**config.mk**
```make
export PLATFORM = sky130hd
export DESIGN_NAME = hs_chain_ctrl
export DESIGN_NICKNAME = d
export VERILOG_FILES = /design/src/rtl/hs_chain_pkg.sv /design/src/rtl/hs_chain_timer.sv /design/src/rtl/hs_chain_fsm.sv /design/src/rtl/hs_chain_datapath.sv /design/src/rtl/hs_chain_ctrl.sv
export SDC_FILE = /design/constraint.sdc
export NUM_CORES = 1
export LEC_CHECK = 0
export ABC_CLOCK_PERIOD_IN_PS = 5200
export BUFFER_PORTS_ARGS = -buffer_cell sky130_fd_sc_hd__buf_2
export CORE_AREA = 5 5 63 79
export CTS_CLUSTER_DIAMETER = 60
export DETAILED_ROUTE_END_ITERATION = 7
export DIE_AREA = 0 0 68 84
export GPL_TIMING_DRIVEN = 1
export PLACE_DENSITY = 0.82
export SLEW_MARGIN = 20
export SYNTH_ARGS = -nofsm -noshare
export SYNTH_HDL_FRONTEND = slang
export SYNTH_SLANG_ARGS = --single-unit
```
**constraint.sdc**
```tcl
create_clock -name clk -period 5.2 [get_ports clk]
set_input_delay 1.04 -clock clk [delete_from_list [all_inputs] [get_ports clk]]
set_output_delay 1.04 -clock clk [all_outputs]
set_load 0.01 [all_outputs]
```
**src/rtl/hs_chain_pkg.sv**
```systemverilog
`timescale 1ns/1ps
// Package: shared types for the chained start/done controller.
// Assumes: a three-phase control cycle (waiting, computing, holding a result).
package hs_chain_pkg;

    // Control phases of the wrapper
    typedef enum logic [1:0] {
        PH_WAIT = 2'd0,   // no transaction, idle asserted
        PH_BUSY = 2'd1,   // payload computing
        PH_HOLD = 2'd2    // result valid, waiting for downstream acceptance
    } hs_phase_t;

endpackage

```
**src/rtl/hs_chain_timer.sv**
```systemverilog
`timescale 1ns/1ps
// Module: hs_chain_timer
// Counts the fixed payload latency. Reloads when an operand is accepted and
// flags expiry on the last busy cycle. Assumes LAT >= 1.
module hs_chain_timer #(
    parameter int LAT = 3
) (
    input  logic clk,
    input  logic rst_n,
    input  logic load,     // operand accepted this cycle
    input  logic busy,     // controller is in the computing phase
    output logic expire    // last computing cycle
);
    localparam int CW = (LAT > 1) ? $clog2(LAT) : 1;
    localparam logic [CW-1:0] RELOAD = CW'(LAT - 1);

    logic [CW-1:0] remain;

    // Reload on acceptance, count down while computing
    always_ff @(posedge clk) begin
        if (!rst_n)
            remain <= '0;
        else if (load)
            remain <= RELOAD;
        else if (busy && remain != '0)
            remain <= remain - 1'b1;
    end

    // Expiry is the busy cycle in which the count has reached zero
    always_comb expire = busy && (remain == '0);

endmodule

```
**src/rtl/hs_chain_fsm.sv**
```systemverilog
`timescale 1ns/1ps
// Module: hs_chain_fsm
// Control sequencer: waiting -> computing -> holding. Leaves the holding phase
// only when cont is high, and chains straight into a new transaction if start
// is high in that cycle. Assumes start/cont are synchronous to clk.
module hs_chain_fsm
    import hs_chain_pkg::*;
(
    input  logic clk,
    input  logic rst_n,
    input  logic start,
    input  logic cont,
    input  logic expire,      // payload latency elapsed
    output logic accept,      // operand captured at this edge
    output logic finish,      // result captured at this edge
    output logic busy,
    output logic idle,
    output logic done
);
    hs_phase_t phase, phase_nx;

    // Acceptance: from waiting, or from holding once downstream has taken the result
    always_comb accept = start && ((phase == PH_WAIT) || (phase == PH_HOLD && cont));

    // Completion strobe towards the return register
    always_comb finish = (phase == PH_BUSY) && expire;

    // Next-phase selection
    always_comb begin
        phase_nx = phase;
        unique case (phase)
            PH_WAIT: if (accept) phase_nx = PH_BUSY;
            PH_BUSY: if (expire) phase_nx = PH_HOLD;
            PH_HOLD: if (cont)   phase_nx = accept ? PH_BUSY : PH_WAIT;
            default:             phase_nx = PH_WAIT;
        endcase
    end

    // Phase register with synchronous reset
    always_ff @(posedge clk) begin
        if (!rst_n) phase <= PH_WAIT;
        else        phase <= phase_nx;
    end

    // Status decode from the phase register
    always_comb begin
        busy = (phase == PH_BUSY);
        idle = (phase == PH_WAIT);
        done = (phase == PH_HOLD);
    end

endmodule

```
**src/rtl/hs_chain_datapath.sv**
```systemverilog
`timescale 1ns/1ps
// Module: hs_chain_datapath
// Operand latch and return-value register around the payload op*KMUL+KADD.
// The return register loads only on finish, so it stays frozen while the
// controller holds done.
module hs_chain_datapath #(
    parameter int W    = 16,
    parameter int KMUL = 5,
    parameter int KADD = 3
) (
    input  logic         clk,
    input  logic         rst_n,
    input  logic         accept,
    input  logic         finish,
    input  logic [W-1:0] operand,
    output logic [W-1:0] result
);
    localparam logic [W-1:0] MUL_C = W'(KMUL);
    localparam logic [W-1:0] ADD_C = W'(KADD);

    logic [W-1:0] op_q;
    logic [W-1:0] calc;

    // Capture the argument at acceptance
    always_ff @(posedge clk) begin
        if (!rst_n)      op_q <= '0;
        else if (accept) op_q <= operand;
    end

    // Payload arithmetic, modulo 2^W
    always_comb calc = W'(op_q * MUL_C + ADD_C);

    // Return register: written once per transaction
    always_ff @(posedge clk) begin
        if (!rst_n)      result <= '0;
        else if (finish) result <= calc;
    end

endmodule

```
**src/rtl/hs_chain_ctrl.sv**
```systemverilog
`timescale 1ns/1ps
// Module: hs_chain_ctrl (top)
// Start/idle/ready/done wrapper with a downstream continue input around a
// fixed-latency payload. ready is combinational from start/cont and marks the
// cycle in which the operand is taken; it may drive an upstream cont directly.
module hs_chain_ctrl #(
    parameter int W    = 16,
    parameter int LAT  = 3,
    parameter int KMUL = 5,
    parameter int KADD = 3
) (
    input  logic         clk,
    input  logic         rst_n,
    input  logic         start,
    input  logic         cont,
    input  logic [W-1:0] operand,
    output logic         idle,
    output logic         ready,
    output logic         done,
    output logic [W-1:0] result
);
    logic accept, finish, busy, expire;

    // Control sequencer
    hs_chain_fsm u_fsm (
        .clk(clk), .rst_n(rst_n), .start(start), .cont(cont), .expire(expire),
        .accept(accept), .finish(finish), .busy(busy), .idle(idle), .done(done)
    );

    // Latency counter
    hs_chain_timer #(.LAT(LAT)) u_timer (
        .clk(clk), .rst_n(rst_n), .load(accept), .busy(busy), .expire(expire)
    );

    // Operand and return-value storage
    hs_chain_datapath #(.W(W), .KMUL(KMUL), .KADD(KADD)) u_dp (
        .clk(clk), .rst_n(rst_n), .accept(accept), .finish(finish),
        .operand(operand), .result(result)
    );

    // The acceptance strobe is the block's ready output
    always_comb ready = accept;

endmodule

```
# Word-level counts from Yosys, hierarchy flattened
# Cells that the tools add are included.
op_classes:
  n_addsub: 2
  mul: 1
  eq_ne: 5
  muxes: 7
  bitwise: 1
  n_reduce_logical: 12
ops:
  columns: ["op", "n"]
  rows:
  - ["$add 16x2->16 const B", 1]
  - ["$mul 16x3->16 const B", 1]
  - ["$mux 2", 5]
  - ["$pmux 2 s3", 1]
  - ["$logic_and 1x1->1", 5]
  - ["$logic_not 2->1", 2]
  - ["$ne 2x2->1 const B", 2]
  - ["$reduce_bool 2->1", 2]
  - ["$reduce_and 3->1", 1]
  - ["$eq 2x1->1 const B", 1]
  - ["$eq 2x2->1 const B", 1]
  - ["$ne 2x1->1 const B", 1]
  - ["$reduce_or 2->1", 1]
  - ["$sub 2x1->2 const B", 1]
  - ["$logic_or 1x1->1", 1]
  - ["$mux 1", 1]
  - ["$not 1->1", 1]
word_totals:
  register_bits: 36
  elab_cells: 33

# Depth between registers and ports, before layout
# Gate-level depths: netlist (run 1).
logic_depth:
  ltp_word: 7
  ltp_mapped: 9

# By module
# From an unflattened synthesis (run 1), not the netlist that was laid out.
unflattened:
  hier_cells: 246
  hier_area_um2: 2396.0
by_module_without_submodules:
  columns: ["mod", "n_inst", "cells_each", "area_per_inst_um2"]
  rows:
  - ["hs_chain_datapath", 1, 223, 2148.3]
  - ["hs_chain_fsm", 1, 12, 127.6]
  - ["hs_chain_timer", 1, 11, 120.1]

# Worst setup path before layout (run 1)
# No wires, ideal clock.
synth_path:
  path_kind: "input-to-output"
  from: "input port cont"
  to: "output port ready"
  arrival_ns: 1.527
  required_ns: 4.160
  setup_slack_ns: 2.633
  path_stages: 3
  path_buffers: 1
  cell_sequence: "nor2b_1 -> nor3b_1 -> buf_2"
synth_between:
  elab_chain_len: 3
synth_lines:
  columns: ["item", "line", "source"]
  rows:
  - ["from (decl)", "hs_chain_ctrl.sv:15", "input logic cont,"]
  - ["$logic_and 1x1->1", "hs_chain_fsm.sv:23", "always_comb accept = start && ((phase == PH_WAIT) || (phase == PH_HOLD && cont));"]
  - ["$logic_or 1x1->1", "hs_chain_fsm.sv:23", null]
  - ["$logic_and 1x1->1", "hs_chain_fsm.sv:23", null]
  - ["to (decl)", "hs_chain_ctrl.sv:18", "output logic ready,"]
# No other way between the ends.

# Final worst setup path (run 1)
# Ends and elaborated chain as after synthesis.

==> impl_metrics.tcl, run 1 <==
set metrics [dict create \
    status "finished, final reports clean" \
    synthArstFlopShare 0 \
    rows 27 \
    power.density_mw_per_mm2 245 \
    timing.setup.tns_ps 0 \
    synth.distinct_cells 49 \
    clkPwrFrac 0.310 \
    use_met2 0.312 \
    min_period_ps 2900 \
    fin_util 0.642 \
    insertion_delay_ps 290 \
    detail-route-antenna-nets 0 \
    worst_slack_ps 2300 \
    synth_top_area_share 0.299 \
    layout_commonest_cell "ha_1" \
    fp.dieW_um 68 \
    grtUsageTotal 0.174 \
    use_met3 0.0391 \
    drc 0 \
    cts_hold_buffers 0 \
    clock_skew_ps 9.70 \
    cts_resized 0 \
    via_per_inst 5.54 \
    worst_slew_pin_slew_ps 765 \
    syn_avg_cell_area_um2 9.50 \
    drtPass1Iterations 4 \
    cts_buffers 5 \
    finalCritPeriodShare 0.557 \
    slew_violations 0 \
    ios 39 \
    power_uw 666 \
    cts.sink_count 36 \
    grt_pass1_wl_mm 7.86 \
    wire_per_inst_um 13.4 \
    finalSetupViolations 0 \
    seqPwrFrac 0.462 \
    cts_root_buf "clkbuf_8" \
    rsz0062_at_grt "no" \
    ys_seq_area_frac 0.299 \
    coreArea_mm2 0.00422 \
    critPathKind "in2out" \
    p_int_uw 468 \
    nets 349 \
    antenna_found_initial 0 \
    synth_seq_cells 36 \
    worstSetupStartpointType "primary input" \
    use_met1 0.187 \
    clk_path_buf_depth 2 \
    overflow 0 \
    cp.arrival_ps 1860 \
    cts_setup_buffers 0 \
    grt_max_degree 50 \
    leakage_nw 1.30 \
    hold_class "reg2reg" \
    critPathRequiredTime_ps 4160 \
    die_height_um 84 \
    drt_iter0_drc 82 \
    yosys-top-cells-area "dfxtp_1, ha_1, mux2i_1" \
    dp_hpwl_mm 3.48 \
    dp.cells 340 \
    cts-htree-levels 2 \
    portBuffers 38 \
    netlist_instances 254 \
    synth-edff-count 0 \
    pre_cts_ws_ps 2280 \
    start_util 0.571 \
    grt_pass1_vias 1868 \
    p_switching_uw 198 \
    yosys.area.top_type "dfxtp_1" \
    combPwrFrac 0.228 \
    drv_cap 0 \
    max_freq_mhz 345 \
    antennaDiodeCount 0 \
    finalWeightedCongestion 0.829 \
    synth.net_count 314 \
    crit_fanout 20 \
    synthToLayoutAreaGrowth_pct 12.4 \
    path_clk_slew_ps 70 \
    cts_tree "built" \
    swShare 0.297 \
    end_kind "primary output" \
    vias 1928 \
    fillers 382 \
    ir_drop_uv 157 \
    synth_area_mm2 0.00241 \
    drive_above_1_share 0.183 \
    finalHoldViolCount 0 \
    synth-main-ff-cell "dfxtp_1" \
    layout.cells.non_filler 348 \
    yosysWarnings 0 \
    wl_mm 4.66 \
    dieArea_mm2 0.00571 \
    top_usage_layer "met2" \
    most-common-layout-cells "ha_1, buf_2, dfxtp_1, nor2b_1, nand2_1" \
    relSlewSlack 0.488 \
]
synth_stat cells (3+ instances only):
cell,instances
nand2_1,17
ha_1,39
dfxtp_1,36
o21ai_1,4
nand4_1,4
nand3b_1,4
mux2i_1,16
xnor2_1,8
o21a_1,4
a21oi_1,12
nor2_1,6
nor2b_1,20
inv_1,10
nand3_1,11
and2_1,5
nor3b_1,3
o21ai_0,5
buf_2,6
o211ai_1,3
a21boi_1,5
layout make-up:
cell class,count,area [µm²],share of cell area
flip-flops and latches,36,721,0.266
repair buffers,39,198,0.0729
inverters,10,37.5,0.0138
well taps,58,72.6,0.0268
clock buffers,6,82.6,0.0305
multi-input cells,197,1590,0.587
clock inverters,2,10.0,0.00369
sequential cells by signal, summed over array words and instances, names as in the netlist:
signal,cells
u_dp.result,16
u_timer.remain,2
u_dp.op_q,16
u_fsm.phase,2
per-layer routing:
metal	up-vias	share of wire
met1	892	0.42
met3	12	0.039
met5	-	0
li1	986	-
met4	0	0.025
met2	38	0.52
final timing paths:
check,slack (ps),cells after the start,startpoint,to
worst max register to register,2750,8,u_dp.op_q[3],u_dp.result[11]
worst max-delay path,2300,5,cont,ready
worst min register to register,450,2,u_dp.result[3],u_dp.result[3]
worst min-delay path,450,2,u_dp.result[3],u_dp.result[3]
stage by stage:
| stage | area, µm² | hold WS (ps) |
|---|---|---|
| CTS | 2710 | 459 |
| finish | 2710 | 453 |
| detailed placement | 2620 | 448 |
| floorplan | 2410 | 475 |
| global route | 2710 | 501 |
| global placement | 2620 | 437 |
critical path, cell delays in order:
cell,delay [ps]
buf_2,90
nor2b_1,50
nor3b_2,140
buf_4,330
buf_2,200
cell families after synthesis:
kind of cell,Yosys count,synth area share
and+or+nand+nor,85,0.206
xor gates and xnor gates,9,0.0327
muxes,16,0.0664
adders and majority gates,40,0.211
DFF,36,0.299
buffers and inverters,21,0.0441
AOI/OAI and AO/OA,47,0.141
power groups by stage:
stage          sequential [mW]  clock, mW  combinational (mW)
6_report                 0.308      0.206               0.151
4_1_cts                  0.308      0.212               0.154
3_3_place_gp             0.314          0               0.149
3_5_place_dp             0.314          0               0.153
5_1_grt                  0.310      0.224               0.172
2_1_floorplan            0.314          0               0.114
(Power assumes the default switching activity.)
==> run 2: changes to the inputs <==
--- a/config.mk
+++ b/config.mk
@@ -5,14 +5,15 @@
 export SDC_FILE = /design/constraint.sdc
 export NUM_CORES = 1
 export LEC_CHECK = 0
-export ABC_CLOCK_PERIOD_IN_PS = 5200
+export ABC_AREA = 1
+export ABC_CLOCK_PERIOD_IN_PS = 2850
 export BUFFER_PORTS_ARGS = -buffer_cell sky130_fd_sc_hd__buf_2
-export CORE_AREA = 5 5 63 79
+export CORE_AREA = 5 5 66 83
 export CTS_CLUSTER_DIAMETER = 60
 export DETAILED_ROUTE_END_ITERATION = 7
-export DIE_AREA = 0 0 68 84
+export DIE_AREA = 0 0 71 88
 export GPL_TIMING_DRIVEN = 1
-export PLACE_DENSITY = 0.82
+export PLACE_DENSITY = 0.78
 export SLEW_MARGIN = 20
 export SYNTH_ARGS = -nofsm -noshare
 export SYNTH_HDL_FRONTEND = slang
==> constraint.sdc (replaced) <==
create_clock -name clk -period 2.85 [get_ports clk]
set_input_delay 0.57 -clock clk [delete_from_list [all_inputs] [get_ports clk]]
set_output_delay 0.57 -clock clk [all_outputs]
set_load 0.01 [all_outputs]
==> run 2 against run 1 <==
Count of clock-buffer cells in the layout down 1. Sequential power up 88%. Die area is 9.4% higher. Largest cell class unchanged. Non-clock buffer count rose by 1. Via count is 21% higher. Synthesized area increased by 5.1%. Highest routed layer unchanged. Flip-flop and latch count is the same. Clock skew is 4.5 ps lower. Cell count up 34%.
==> impl_metrics.tcl, run 2 <==
set metrics [dict create \
    ys_seq_area_frac 0.284 \
    crit_buf_inv 1 \
    slew_violations 0 \
    min_period_ps 2210 \
    syn_avg_cell_area_um2 6.89 \
    timing.hold.ws_ps 475 \
    synth.net_count 428 \
    finalHoldViolCount 0 \
    leakage_nw 1.69 \
    fin_util 0.623 \
    overflow 0 \
    status "finished, final reports clean" \
    combPwrFrac 0.276 \
    synth.distinct_cells 26 \
    cp_common_cell "nand2_1" \
    synthToLayoutAreaGrowth_pct 13.6 \
    crit_family "adder cells" \
    crit_end "u_dp.result[11]" \
    worst_slew_pin_slew_ps 666 \
    power.density_mw_per_mm2 495 \
    coreArea_mm2 0.00462 \
    portBuffers 38 \
    yosysWarnings 0 \
    path_depth 13 \
    die_height_um 88 \
    finalSetupViolations 0 \
    hold_class "reg2reg" \
    cts-htree-levels 2 \
    synth-main-ff-cell "dfxtp_1" \
    cp_slowest_stage_delay_ps 360 \
    path_cells "ha_1, ha_1, ha_1, nand2_1, nor2_1, nor2_1, nand2_1, nand2_1, nand2_1, nand2_1, nand2_1, o21bai_1, inv_1" \
    synth_seq_cells 36 \
    critPathLaunch "u_dp.op_q[4]" \
    most-common-layout-cells "nand2_1, inv_1, nor2_1, ha_1, buf_2" \
    critPathKind "reg2reg" \
    ir_drop_uv 435 \
    swShare 0.323 \
    cts_buffers 5 \
    seqPwrFrac 0.406 \
    yosysMostFrequentCell "nand2_1" \
    synth_area_mm2 0.00253 \
    grtUsageTotal 0.183 \
    p_switching_uw 460 \
    via_per_inst 5.00 \
    clock_skew_ps 5.24 \
    cts_hold_buffers 0 \
    netlist_instances 368 \
    critPathRequiredTime_ps 3040 \
    relSlewSlack 0.555 \
    cts_resized 0 \
    finalCritPeriodShare 0.776 \
    vias 2341 \
    synth-edff-count 0 \
    cp.arrival_ps 2410 \
    end_kind "flip-flop" \
    worst-r2r-setup-slack_ps 640 \
    synth_top_area_share 0.284 \
    ff2ff_path_depth 13 \
    regToRegStartpoint "u_dp.op_q[4]" \
    crit_fanout 4 \
    antennaDiodeCount 0 \
    cp_slowest_cell "ha_1" \
    rows 28 \
    drv_cap 0 \
    timing.setup.tns_ps 0 \
    grt_pass1_wl_mm 9.30 \
    cts_tree "built" \
    worstSetupStartpointType "flip-flop" \
    rsz0062_at_grt "no" \
    yosys.area.top_type "dfxtp_1" \
    cts.sink_count 36 \
    drc 0 \
    insertion_delay_ps 290 \
    yosys-top-cells-area "dfxtp_1, ha_1, nand2_1" \
    path_clk_slew_ps 80 \
    detail-route-antenna-nets 0 \
    yosys-top-cells-count "nand2_1, inv_1, nor2_1, ha_1, dfxtp_1" \
    max_freq_mhz 452 \
    layout_commonest_cell "nand2_1" \
    reg_top3 "u_dp.op_q x16, u_dp.result x16" \
    ios 39 \
    drive_above_1_share 0.127 \
    antenna_found_initial 0 \
    drtPass1Iterations 4 \
    clkPwrFrac 0.318 \
    finalWeightedCongestion 0.877 \
    fp.dieW_um 71 \
    nets 467 \
    r2r_end "u_dp.result[11]" \
    grt_pass1_vias 2261 \
    drt_iter0_drc 54 \
    dp_hpwl_mm 4.27 \
    wire_per_inst_um 11.3 \
    dieArea_mm2 0.00625 \
    start_util 0.548 \
    cts_setup_buffers 0 \
    cts_root_buf "clkbuf_8" \
    wl_mm 5.29 \
    grt_max_degree 35 \
    clk_path_buf_depth 2 \
    p_int_uw 966 \
    synthArstFlopShare 0 \
]
-- run 2: cell count changes after synthesis, sizes merged, moves of 5 or more --
| cell | change |
|---|---|
| xnor2 | -7 |
| xor2 | +5 |
| nand2 | +70 |
| inv | +57 |
| mux2i | -16 |
| o21ai | +18 |
| o21bai | +7 |
| nor2b | -20 |
| nor2 | +39 |
-- run 2: final cells by class --
type / count / area (µm²)
repair buffers: 40 / 205
flip-flops and latches: 36 / 721
clock inverters: 3 / 42.5
fillers: 469 / 1750
clock buffers: 5 / 68.8
inverters: 67 / 251
well taps: 60 / 75.1
multi-input cells: 257 / 1520
-- run 2: power groups by stage --
stage / combinational, mW / clock (mW) / sequential (mW)
global placement: 0.389 / 0 / 0.590
floorplan: 0.284 / 0 / 0.595
detailed placement: 0.397 / 0 / 0.591
finish: 0.394 / 0.453 / 0.580
global route: 0.459 / 0.482 / 0.586
CTS: 0.401 / 0.461 / 0.580
-- run 2: worst register-to-register path, delay by kind of cell, from the launching register on --
family	cells	cell delay, ps
adder cells (fa/ha/maj)	3	960
AND/OR/NAND/NOR	8	620
flip-flops	1	340
AO/OA/AOI/OAI	1	140
buffers and inverters	1	50
-- run 2: kinds of logic (layout without fill, tap and decap cells) --
group	after synthesis	in the layout	share of synthesized area
adders and majority gates	40	40	0.200
buffers and inverters	75	115	0.118
and+or+nand+nor	153	153	0.244
DFF	36	36	0.284
xor gates and xnor gates	7	7	0.0242
AOI/OAI and AO/OA	57	57	0.129
-- run 2: worst min path at each step --
stage,slack [ps],to,cells after the start,startpoint
3_5_place_dp,470,u_dp.result[3],2,u_dp.result[3]
2_1_floorplan,450,u_dp.result[0],1,u_dp.op_q[0]
4_1_cts,480,u_dp.result[3],2,u_dp.result[3]
6_report,480,u_dp.result[3],2,u_dp.result[3]
3_3_place_gp,450,u_dp.result[3],2,u_dp.result[3]
5_1_grt,490,u_dp.result[3],2,u_dp.result[3]
-- run 2: metrics by stage --
step | setup slack [ps] | instance area [µm²] | power, mW | std cells
5_1_grt | 423 | 2880 | 1.53 | 468
6_report | 638 | 2880 | 1.43 | 468
3_5_place_dp | 647 | 2770 | 0.989 | 460
2_1_floorplan | 875 | 2530 | 0.879 | 368
3_3_place_gp | 642 | 2770 | 0.979 | 460
4_1_cts | 631 | 2880 | 1.44 | 468
-- run 2: metal layers --
| metal | wire length (µm) | part of all wire | vias to the layer above | track usage |
|---|---|---|---|---|
| li1 | - | - | 1238 | - |
| met1 | 2180 | 0.41 | 1060 | 0.197 |
| met2 | 2860 | 0.54 | 35 | 0.353 |
| met3 | 160 | 0.030 | 8 | 0.0344 |
| met4 | 85 | 0.016 | 0 | 0.0632 |
| met5 | 0 | 0 | - | 0 |
